`src/rtl/post_capture_pkg.sv`:
```
package post_capture_pkg;

    localparam int unsigned IO_ADDR_W = 16;
    localparam logic [IO_ADDR_W-1:0] POST_PORT_LO = 16'h0080;
    localparam logic [IO_ADDR_W-1:0] POST_PORT_HI = 16'h0081;

    function automatic logic port_hit(input logic [IO_ADDR_W-1:0] addr);
        return (addr == POST_PORT_LO) || (addr == POST_PORT_HI);
    endfunction

endpackage

```
`src/rtl/post_ts_counter.sv`:
```
module post_ts_counter #(
    parameter int unsigned TS_W     = 24,
    parameter int unsigned PRESCALE = 4
) (
    input  logic            clk,
    input  logic            rst_n,
    output logic [TS_W-1:0] ts
);
    localparam int unsigned PRE_W = (PRESCALE > 1) ? $clog2(PRESCALE) : 1;
    localparam logic [PRE_W-1:0] PRE_LAST = PRE_W'(PRESCALE - 1);

    typedef struct packed {
        logic [PRE_W-1:0] pre;
        logic [TS_W-1:0]  ts;
    } ts_state_t;

    ts_state_t st_d, st_q;
    logic      tick;

    always_comb begin
        st_d = st_q;
        tick = (st_q.pre == PRE_LAST);
        if (tick) begin
            st_d.pre = '0;
            st_d.ts  = st_q.ts + 1'b1;
        end else begin
            st_d.pre = st_q.pre + 1'b1;
        end
    end

    always_ff @(posedge clk or negedge rst_n) begin
        if (!rst_n) st_q <= '0;
        else        st_q <= st_d;
    end

    assign ts = st_q.ts;

    // the count holds between ticks and steps by one (wrapping) on a tick
    a_r4_ts_hold: assert property (@(posedge clk) disable iff (!rst_n)
        !tick |=> $stable(ts));
    a_r4_ts_step: assert property (@(posedge clk) disable iff (!rst_n)
        tick |=> ts == TS_W'($past(ts) + 1'b1));

endmodule

```
`src/rtl/post_fifo.sv`:
```
module post_fifo #(
    parameter int unsigned W     = 32,
    parameter int unsigned DEPTH = 16
) (
    input  logic                       clk,
    input  logic                       rst_n,
    input  logic                       push,
    input  logic                       pop,
    input  logic                       ovr_clr,
    input  logic [W-1:0]               push_data,
    output logic [W-1:0]               head_data,
    output logic [$clog2(DEPTH):0]     count,
    output logic                       overrun
);
    localparam int unsigned PTR_W = $clog2(DEPTH);
    localparam int unsigned CNT_W = PTR_W + 1;
    localparam logic [PTR_W-1:0] PTR_LAST = PTR_W'(DEPTH - 1);
    localparam logic [CNT_W-1:0] CNT_FULL = CNT_W'(DEPTH);

    typedef struct packed {
        logic [PTR_W-1:0] wr;
        logic [PTR_W-1:0] rd;
        logic [CNT_W-1:0] cnt;
        logic             ovr;
    } fifo_state_t;

    fifo_state_t st_d, st_q;
    logic        full, empty, do_push, do_pop;
    logic [W-1:0] mem_q [DEPTH];

    always_comb begin
        st_d    = st_q;
        full    = (st_q.cnt == CNT_FULL);
        empty   = (st_q.cnt == '0);
        do_push = push && !full;
        do_pop  = pop && !empty;
        if (do_push) st_d.wr = (st_q.wr == PTR_LAST) ? '0 : st_q.wr + 1'b1;
        if (do_pop)  st_d.rd = (st_q.rd == PTR_LAST) ? '0 : st_q.rd + 1'b1;
        unique case ({do_push, do_pop})
            2'b10:   st_d.cnt = st_q.cnt + 1'b1;
            2'b01:   st_d.cnt = st_q.cnt - 1'b1;
            default: st_d.cnt = st_q.cnt;
        endcase
        if (push && full) st_d.ovr = 1'b1;
        else if (ovr_clr) st_d.ovr = 1'b0;
    end

    always_ff @(posedge clk or negedge rst_n) begin
        if (!rst_n) st_q <= '0;
        else        st_q <= st_d;
    end

    always_ff @(posedge clk) begin
        if (do_push) mem_q[st_q.wr] <= push_data;
    end

    assign head_data = mem_q[st_q.rd];
    assign count     = st_q.cnt;
    assign overrun   = st_q.ovr;

    // occupancy never goes past the depth
    a_r9_no_overflow: assert property (@(posedge clk) disable iff (!rst_n)
        count <= CNT_FULL);
    // the overrun flag only drops through a clear
    a_r9_ovr_sticky: assert property (@(posedge clk) disable iff (!rst_n)
        overrun && !ovr_clr |=> overrun);
    // a write into a full FIFO leaves the occupancy at the depth
    a_r9_full_drop: assert property (@(posedge clk) disable iff (!rst_n)
        push && !pop && count == CNT_FULL |=> count == CNT_FULL && overrun);
    // a pop on an empty FIFO does not underflow
    a_r6_empty_pop: assert property (@(posedge clk) disable iff (!rst_n)
        pop && !push && count == '0 |=> count == '0);
    // a lone pop removes exactly one entry
    a_r5_pop_one: assert property (@(posedge clk) disable iff (!rst_n)
        pop && !push && count != '0 |=> count == $past(count) - 1'b1);

endmodule

```
`src/rtl/post_capture.sv`:
```
module post_capture #(
    parameter int unsigned DATA_W   = 8,
    parameter int unsigned TS_W     = 24,
    parameter int unsigned DEPTH    = 16,
    parameter int unsigned PRESCALE = 4
) (
    input  logic                       clk,
    input  logic                       rst_n,
    input  logic                       wr_en,
    input  logic [15:0]                wr_addr,
    input  logic [15:0]                wr_data,
    input  logic [1:0]                 wr_be,
    input  logic                       rd_pop,
    input  logic                       ovr_clr,
    input  logic [$clog2(DEPTH):0]     irq_level,
    output logic [DATA_W+TS_W-1:0]     cap_word,
    output logic                       not_empty,
    output logic                       irq,
    output logic                       overrun
);
    import post_capture_pkg::*;

    localparam int unsigned ENTRY_W = DATA_W + TS_W;
    localparam int unsigned CNT_W   = $clog2(DEPTH) + 1;

    logic [TS_W-1:0]    ts_now;
    logic [ENTRY_W-1:0] head;
    logic [CNT_W-1:0]   count;
    logic               hit_d;
    logic [ENTRY_W-1:0] entry_d;

    post_ts_counter #(.TS_W(TS_W), .PRESCALE(PRESCALE)) u_ts (
        .clk   (clk),
        .rst_n (rst_n),
        .ts    (ts_now)
    );

    always_comb begin
        hit_d   = wr_en && wr_be[0] && port_hit(wr_addr);
        entry_d = {ts_now, wr_data[DATA_W-1:0]};
    end

    post_fifo #(.W(ENTRY_W), .DEPTH(DEPTH)) u_fifo (
        .clk       (clk),
        .rst_n     (rst_n),
        .push      (hit_d),
        .pop       (rd_pop),
        .ovr_clr   (ovr_clr),
        .push_data (entry_d),
        .head_data (head),
        .count     (count),
        .overrun   (overrun)
    );

    assign not_empty = (count != '0);
    assign cap_word  = not_empty ? head : '0;
    assign irq       = (count > irq_level);

    // nothing leaks onto the capture word while empty
    a_r6_empty_zero: assert property (@(posedge clk) disable iff (!rst_n)
        !not_empty |-> cap_word == '0);
    // a strobe outside the two ports never raises the occupancy flag
    a_r1_ignore: assert property (@(posedge clk) disable iff (!rst_n)
        !not_empty && !(wr_en && wr_be[0] && port_hit(wr_addr)) |=> !not_empty);
    // an accepted write always leaves something to read
    a_r7_push_visible: assert property (@(posedge clk) disable iff (!rst_n)
        hit_d && !rd_pop |=> not_empty);

endmodule

```
`config.mk`:
```
export PLATFORM = sky130hd
export DESIGN_NAME = post_capture
export DESIGN_NICKNAME = d
export VERILOG_FILES = /design/src/rtl/post_capture_pkg.sv /design/src/rtl/post_ts_counter.sv /design/src/rtl/post_fifo.sv /design/src/rtl/post_capture.sv
export SDC_FILE = /design/constraint.sdc
export NUM_CORES = 1
export LEC_CHECK = 0
export ABC_CLOCK_PERIOD_IN_PS = 11100
export BUFFER_PORTS_ARGS = -buffer_cell sky130_fd_sc_hd__buf_2
export CAP_MARGIN = 5
export CORE_MARGIN = 2
export CORE_UTILIZATION = 60
export DETAILED_ROUTE_END_ITERATION = 10
export HOLD_SLACK_MARGIN = 0.05
export PLACE_DENSITY = 0.78
export SYNTH_ARGS = -nofsm -noshare
export SYNTH_HDL_FRONTEND = slang
export SYNTH_SLANG_ARGS = --single-unit
```
`constraint.sdc`:
```
create_clock -name clk -period 11.1 [get_ports clk]
set_clock_uncertainty 0.2 [all_clocks]
set_input_delay 2.22 -clock clk [delete_from_list [all_inputs] [get_ports clk]]
set_output_delay 2.22 -clock clk [all_outputs]
set_load 0.1 [all_outputs]
```
==> summary.txt, run 1 <==
Run status
  • Status: complete, no violations

Yosys
  • Async S/R FF share, synth: 7.25%
  • Synthesized Nets: 1069
  • Synthesized cell area: 0.0218 mm^2
  • Post-synthesis register bit count: 552
  • Top post-synthesis cells by area: edfxtp_1 71%, mux4_2 13%, dfrtp_1 4.6%
  • Synth cell types: 50
  • Count leader, synth: edfxtp_1
  • Top cells by count, synth: 512 x edfxtp_1, 128 x mux4_2, 65 x mux2i_1
  • Top_reg_cell synth: edfxtp_1
  • Avg Cell Area, Syn: 21.6 um^2
  • Post-synth EDFFs: 512
  • Yosys top cell by area: edfxtp_1
  • Yosys top cell area share: 70.5%
  • Synth warnings: 0
  • Register area share after synthesis: 75.1%
  • Post-synthesis instance total: 1009

Detailed routing
  • Number of vias per cell: 6.44
  • Antenna Violating Nets Remaining: 0
  • Starting DRT DRC Count: 983
  • Vias: 10311
  • Residual DRC count: 0
  • Post-Route WL: 44200 um
  • DRT Pass-1 Iters: 7
  • Wire per inst: 27.6 um

Setup path
  • Arrival @ worst endpoint: 4.09 ns
  • Worst Setup Path Type: reg2out
  • Worst EP required: 8.68 ns
  • Worst Setup Start Kind: register
  • Flop-to-flop setup slack: 7.42 ns
  • RR Startpoint: u_fifo.count[2]
  • CP Capture Point: cap_word[24]
  • FF-to-FF End: u_fifo.count[4]
  • CP Capture Type: primary output
  • R2R depth: 10
  • CP Max Fanout: 39
  • Crit path launch: u_fifo.st_q[6]

Timing
  • Slew HR: 21.7%
  • Fmax: 154 MHz
  • Final Hold Vio Count: 0
  • Worst Hold Slack: 0.236 ns
  • Clock period minus worst slack: 6.51 ns
  • # setup viols final: 0
  • Post-Route Setup TNS: 0 ns
  • Worst slew pin tran: 1.17 ns
  • Pins Over Slew Limit: 0
  • RSZ-0062 raised after global routing: false
  • Final Cycle Share: 58.7%

Power and ir drop
  • Flop pwr share: 38.8%
  • PD cells: 254 mW/mm^2
  • Comb power frac: 33.4%
  • Lkg Pwr: 0.00815 uW
  • Internal: 3930 uW
  • Sw Share: 36.5%
  • Clock Power Share: 27.8%
  • Worst IR drop on VDD: 0.000196 V
  • Switching power: 2260 uW

GRT
  • Total grt overflow: 0
  • Number of global-route vias before repair: 10619
  • Antenna violations before repair: 0
  • Largest net degree at the start of global routing: 69
  • GRT Overall Usage: 24.0%
  • Global-route wire length before repair: 66500 um

Clocking
  • TritonCTS Buffers: 51
  • CTS tree: yes
  • Reg clk slew, reported paths: 0.06 ns
  • Post-CTS sizing: 0
  • Htree depth: 2
  • CTS Buffer Depth: 3
  • Root Driver: clkbuf_16
  • Clock latency on the worst-skew pair: 0.57 ns
  • Post-CTS Hold Buffers: 0
  • Clock sinks: 552
  • Post-CTS Setup Inserts: 0

Run
  • Max-cap viol count: 0

Layout
  • Share of cells above drive strength 1: 28.9%
  • P&R area growth vs syn: 11.6%
  • Fillers: 2201
  • N_diodes: 0
  • Nets: 1159

Placed design
  • Post-detail-place hpwl: 20700 um
  • Placer Congestion: 0.703
  • I/O Buffers: 68

Die
  • Top-level I/O count: 79
  • Initial Utilization: 61.1%
  • Width of the chip: 195 um
  • Height of the chip: 195 um
  • Die area: 0.0379 mm^2
  • # rows: 69
  • Area of the core: 0.0357 mm^2

Hold path
  • HP Class: reg2reg
[power groups by stage]
stage | registers, uW | clock network [uW] | logic (uW)
6_report | 2400 | 1720 | 2070
5_1_grt | 2410 | 1820 | 2170
4_1_cts | 2410 | 1740 | 2090
3_5_place_dp | 2450 | 0 | 2070
3_3_place_gp | 2450 | 0 | 2050
2_1_floorplan | 2320 | 0 | 1870
[cell type report]
cell class	instances	area, um^2	share of cell area, %
Multi-Input combinational cell	388	5130	21.1
Clock inverter	22	215	0.885
Clock buffer	73	1440	5.93
Timing Repair Buffer	91	513	2.11
Inverter	15	56.3	0.232
Sequential cell	552	16400	67.4
Tap cell	461	577	2.37
[registers in the layout, summed over array words and instances, names as in the netlist]
name and flops:
u_ts.ts 24, u_fifo.st_q 8, u_fifo.overrun 1, u_fifo.mem_q 512
u_fifo.count 5, u_ts.st_q 2
[metal layers]
metal / routed length (um) / vias to the layer above / GRT usage [%]
met5: 0 / - / 0
met3: 2620 / 69 / 3.05
met4: 1000 / 0 / 6.95
met2: 23100 / 383 / 41.4
met1: 17500 / 5459 / 32.9
li1: - / 4400 / -
[how the worst min path moves through the flow]
stage | from | to | slack, ns | cells past startpoint
after floorplan | u_ts.st_q[24] | u_ts.st_q[24] | 0.20 | 1
after global placement | u_ts.st_q[24] | u_ts.st_q[24] | 0.21 | 1
after detailed placement | u_ts.st_q[24] | u_ts.st_q[24] | 0.23 | 1
after CTS | u_ts.st_q[24] | u_ts.st_q[24] | 0.24 | 1
after global routing | u_ts.st_q[24] | u_ts.st_q[24] | 0.25 | 1
final | u_ts.st_q[24] | u_ts.st_q[24] | 0.24 | 1
[layout by cell type, fill, tap and decap left out, drive strengths merged, types with 9 or more instances in the layout]
cell and n:
and4 11, buf 91, clkbuf 73, clkinv 17, dfrtp 40, edfxtp 512, ha 16, inv 15
mux2i 65, mux4 128, nand2 13, nand3 11, nand4 10, nor2 9, nor4 9, o22ai 32
xnor2 24
[through the flow]
stage | util [%] | cell area, um^2 | setup WS, ns | power (uW) | instances
after floorplan | - | 21800 | 4.26 | 4190 | 1009
after global placement | 63.6 | 22700 | 5.18 | 4500 | 1507
after detailed placement | 63.6 | 22700 | 5.11 | 4520 | 1507
after CTS | 68.2 | 24300 | 4.46 | 6240 | 1602
after global routing | 68.2 | 24300 | 4.25 | 6400 | 1602
final | 68.2 | 24300 | 4.59 | 6190 | 1602
[cell families (layout without fill, tap and decap cells)]
kind of cell	after synthesis	in the layout	share of synthesized area (%)
fa+ha+maj	16	16	0.918
buf+inv	69	201	1.69
xor+xnor	30	30	1.21
flops	552	552	75.1
compound gates	54	54	1.62
simple gates	89	89	2.90
mux	199	199	16.5
[critical path, stage by stage (launching register included)]
cell,delay [ns]
dfrtp_4,0.78
buf_4,0.70
buf_4,0.67
mux4_2,0.61
mux2i_1,0.18
o22ai_1,0.17
buf_2,0.40
No activity file was read; power rests on OpenSTA's default activity.
==> run 2, diff against run 1 <==
--- a/config.mk
+++ b/config.mk
@@ -5,7 +5,7 @@
 export SDC_FILE = /design/constraint.sdc
 export NUM_CORES = 1
 export LEC_CHECK = 0
-export ABC_CLOCK_PERIOD_IN_PS = 11100
+export ABC_CLOCK_PERIOD_IN_PS = 6300
 export BUFFER_PORTS_ARGS = -buffer_cell sky130_fd_sc_hd__buf_2
 export CAP_MARGIN = 5
 export CORE_MARGIN = 2
==> constraint.sdc (replaced) <==
create_clock -name clk -period 6.3 [get_ports clk]
set_clock_uncertainty 0.2 [all_clocks]
set_input_delay 1.26 -clock clk [delete_from_list [all_inputs] [get_ports clk]]
set_output_delay 1.26 -clock clk [all_outputs]
set_load 0.1 [all_outputs]
==> summary.txt, run 2 (synthesis gave the netlist of run 1 again) <==
GRT
  • Global-route wire length before repair: 66700 um (+0.25%)
  • Total grt overflow: 0 (unchanged)
  • Antenna violations before repair: 0 (unchanged)
  • Number of global-route vias before repair: 10807 (+1.8%)
  • GRT Overall Usage: 24.1% (+0.047 points)
  • Largest net degree at the start of global routing: 77 (+12%)

Layout
  • Final instance area: 0.0242 mm^2 (-0.30%)
  • Most common cell after layout, fill and taps aside: edfxtp_1
  • Area of the multi-input gates: 0.00513 mm^2 (unchanged)
  • Share of cells above drive strength 1: 28.0% (-0.91 points)
  • Largest Register: u_fifo.mem_q
  • Final core utilization: 68.0% (-0.20 points)
  • P&R area growth vs syn: 11.2%
  • Nets: 1160 (+0.086%)
  • N_diodes: 0 (unchanged)
  • Area occupied by registers: 0.0164 mm^2 (unchanged)
  • Fillers: 2183 (-0.82%)
  • Most frequent cells in the layout: 512 x edfxtp_1, 128 x mux4_2, 68 x buf_2, 65 x mux2i_1, 53 x clkbuf_16
  • Max FFs per register: 512 (unchanged)

Clocking
  • Post-CTS sizing: 0 (unchanged)
  • Post-CTS Setup Inserts: 0 (unchanged)
  • CTS Buffer Depth: 3 (unchanged)
  • Root Driver: clkbuf_16
  • Clock sinks: 552 (unchanged)
  • Clock latency on the worst-skew pair: 0.56 ns (about the same)
  • TritonCTS Buffers: 52 (+2.0%)
  • CTS tree: yes
  • Post-CTS Hold Buffers: 0 (unchanged)
  • Reg clk slew, reported paths: 0.06 ns (about the same)
  • Htree depth: 2 (unchanged)

Power and ir drop
  • PD cells: 445 mW/mm^2 (+75%)
  • Pwr Total: 10800 uW (+74%)
  • Worst IR drop on VDD: 0.000510 V (+160%)
  • Lkg Pwr: 0.00802 uW (-1.7%)

Timing
  • Worst slew pin tran: 1.17 ns (-0.00438 ns)
  • Final Cycle Share: 75.1%
  • # setup viols final: 0 (unchanged)
  • Clock period minus worst slack: 4.73 ns
  • RSZ-0062 raised after global routing: false
  • Slew HR: 22.3% (+0.57 points)
  • Pins Over Slew Limit: 0 (unchanged)
  • Post-Route Setup TNS: 0 ns (unchanged)
  • Setup slack after layout: 1.57 ns (-3.02 ns)
  • Fmax: 211 MHz
  • Final Hold Vio Count: 0 (unchanged)

Setup path
  • Worst Setup Path Type: reg2out
  • Arrival @ worst endpoint: 3.27 ns (-0.82 ns)
  • CP Max Fanout: 32 (-18%)
  • CP Capture Type: primary output
  • Worst EP required: 4.84 ns (-3.84 ns)
  • Worst Setup Start Kind: register

Placed design
  • DP Worst Slack: 1.74 ns (-3.37 ns)
  • I/O Buffers: 68 (unchanged)
  • Post-detail-place hpwl: 21400 um (+3.5%)
  • Placer Congestion: 0.742 (+5.5%)
  • Area after DPL: 0.0227 mm^2 (+0.17%)

Die
  • Area of the core: 0.0357 mm^2 (unchanged)
  • Width of the chip: 195 um (unchanged)
  • Height of the chip: 195 um (unchanged)
  • Initial Utilization: 61.1% (unchanged)
  • Top-level I/O count: 79 (unchanged)
  • Die area: 0.0379 mm^2 (unchanged)
  • # rows: 69 (unchanged)

Detailed routing
  • DRT Pass-1 Iters: 5 (-2)
  • Starting DRT DRC Count: 995 (+1.2%)
  • Wire per inst: 27.7 um (+0.34%)
  • Vias: 10394 (+0.80%)
  • Number of vias per cell: 6.50 (+0.93%)
  • Antenna Violating Nets Remaining: 0 (unchanged)
  • Post-Route WL: 44300 um (+0.22%)
  • Residual DRC count: 0 (unchanged)

Hold path
  • HP Class: reg2reg

Run status
  • Status: complete, no violations

Run
  • Max-cap viol count: 0 (unchanged)
run 2: cell type report:
class	instances	share of cell area (%)
flip-flops and latches	552	67.6
repair buffers	91	2.27
multi-input cells	388	21.1
inverters	15	0.232
clock buffers	69	5.72
clock inverters	24	0.661
well taps	461	2.38
run 2: metal layers:
layer | track usage (%) | share of wire [%] | vias up
met5 | 0 | 0 | -
li1 | - | - | 4398
met2 | 40.3 | 51 | 414
met1 | 33.8 | 40 | 5511
met3 | 3.64 | 6.7 | 71
met4 | 6.50 | 2.1 | 0
run 2: worst paths after layout:
kind / start / end / slack [ns] / cells past startpoint
max in group asynchronous: rst_n / u_fifo.st_q[9] / 4.53 / 1
setup reg to reg: u_fifo.count[2] / u_fifo.count[4] / 2.76 / 10
hold / removal: u_ts.st_q[24] / u_ts.st_q[24] / 0.23 / 1
hold reg to reg: u_ts.st_q[24] / u_ts.st_q[24] / 0.23 / 1
setup / recovery: u_fifo.count[2] / cap_word[24] / 1.57 / 5
min in group asynchronous: rst_n / u_fifo.overrun / 0.64 / 1
run 2: worst max-delay path, stage by stage, from the launching register on:
cell      delay (ns)
dfrtp_1         0.57
nor4_4          0.11
nand2b_1        0.20
nand2_2         0.67
o22ai_1         0.63
buf_2           0.52
run 2: power breakdown:
part	switching, uW	internal, uW
clock network	1250	1620
logic	2580	1180
registers	170	3990
run 2: stage by stage:
stage | hold WS [ns] | instances
floorplan | 0.203 | 1009
global placement | 0.214 | 1507
detailed placement | 0.220 | 1507
CTS | 0.231 | 1600
global route | 0.257 | 1600
finish | 0.229 | 1600
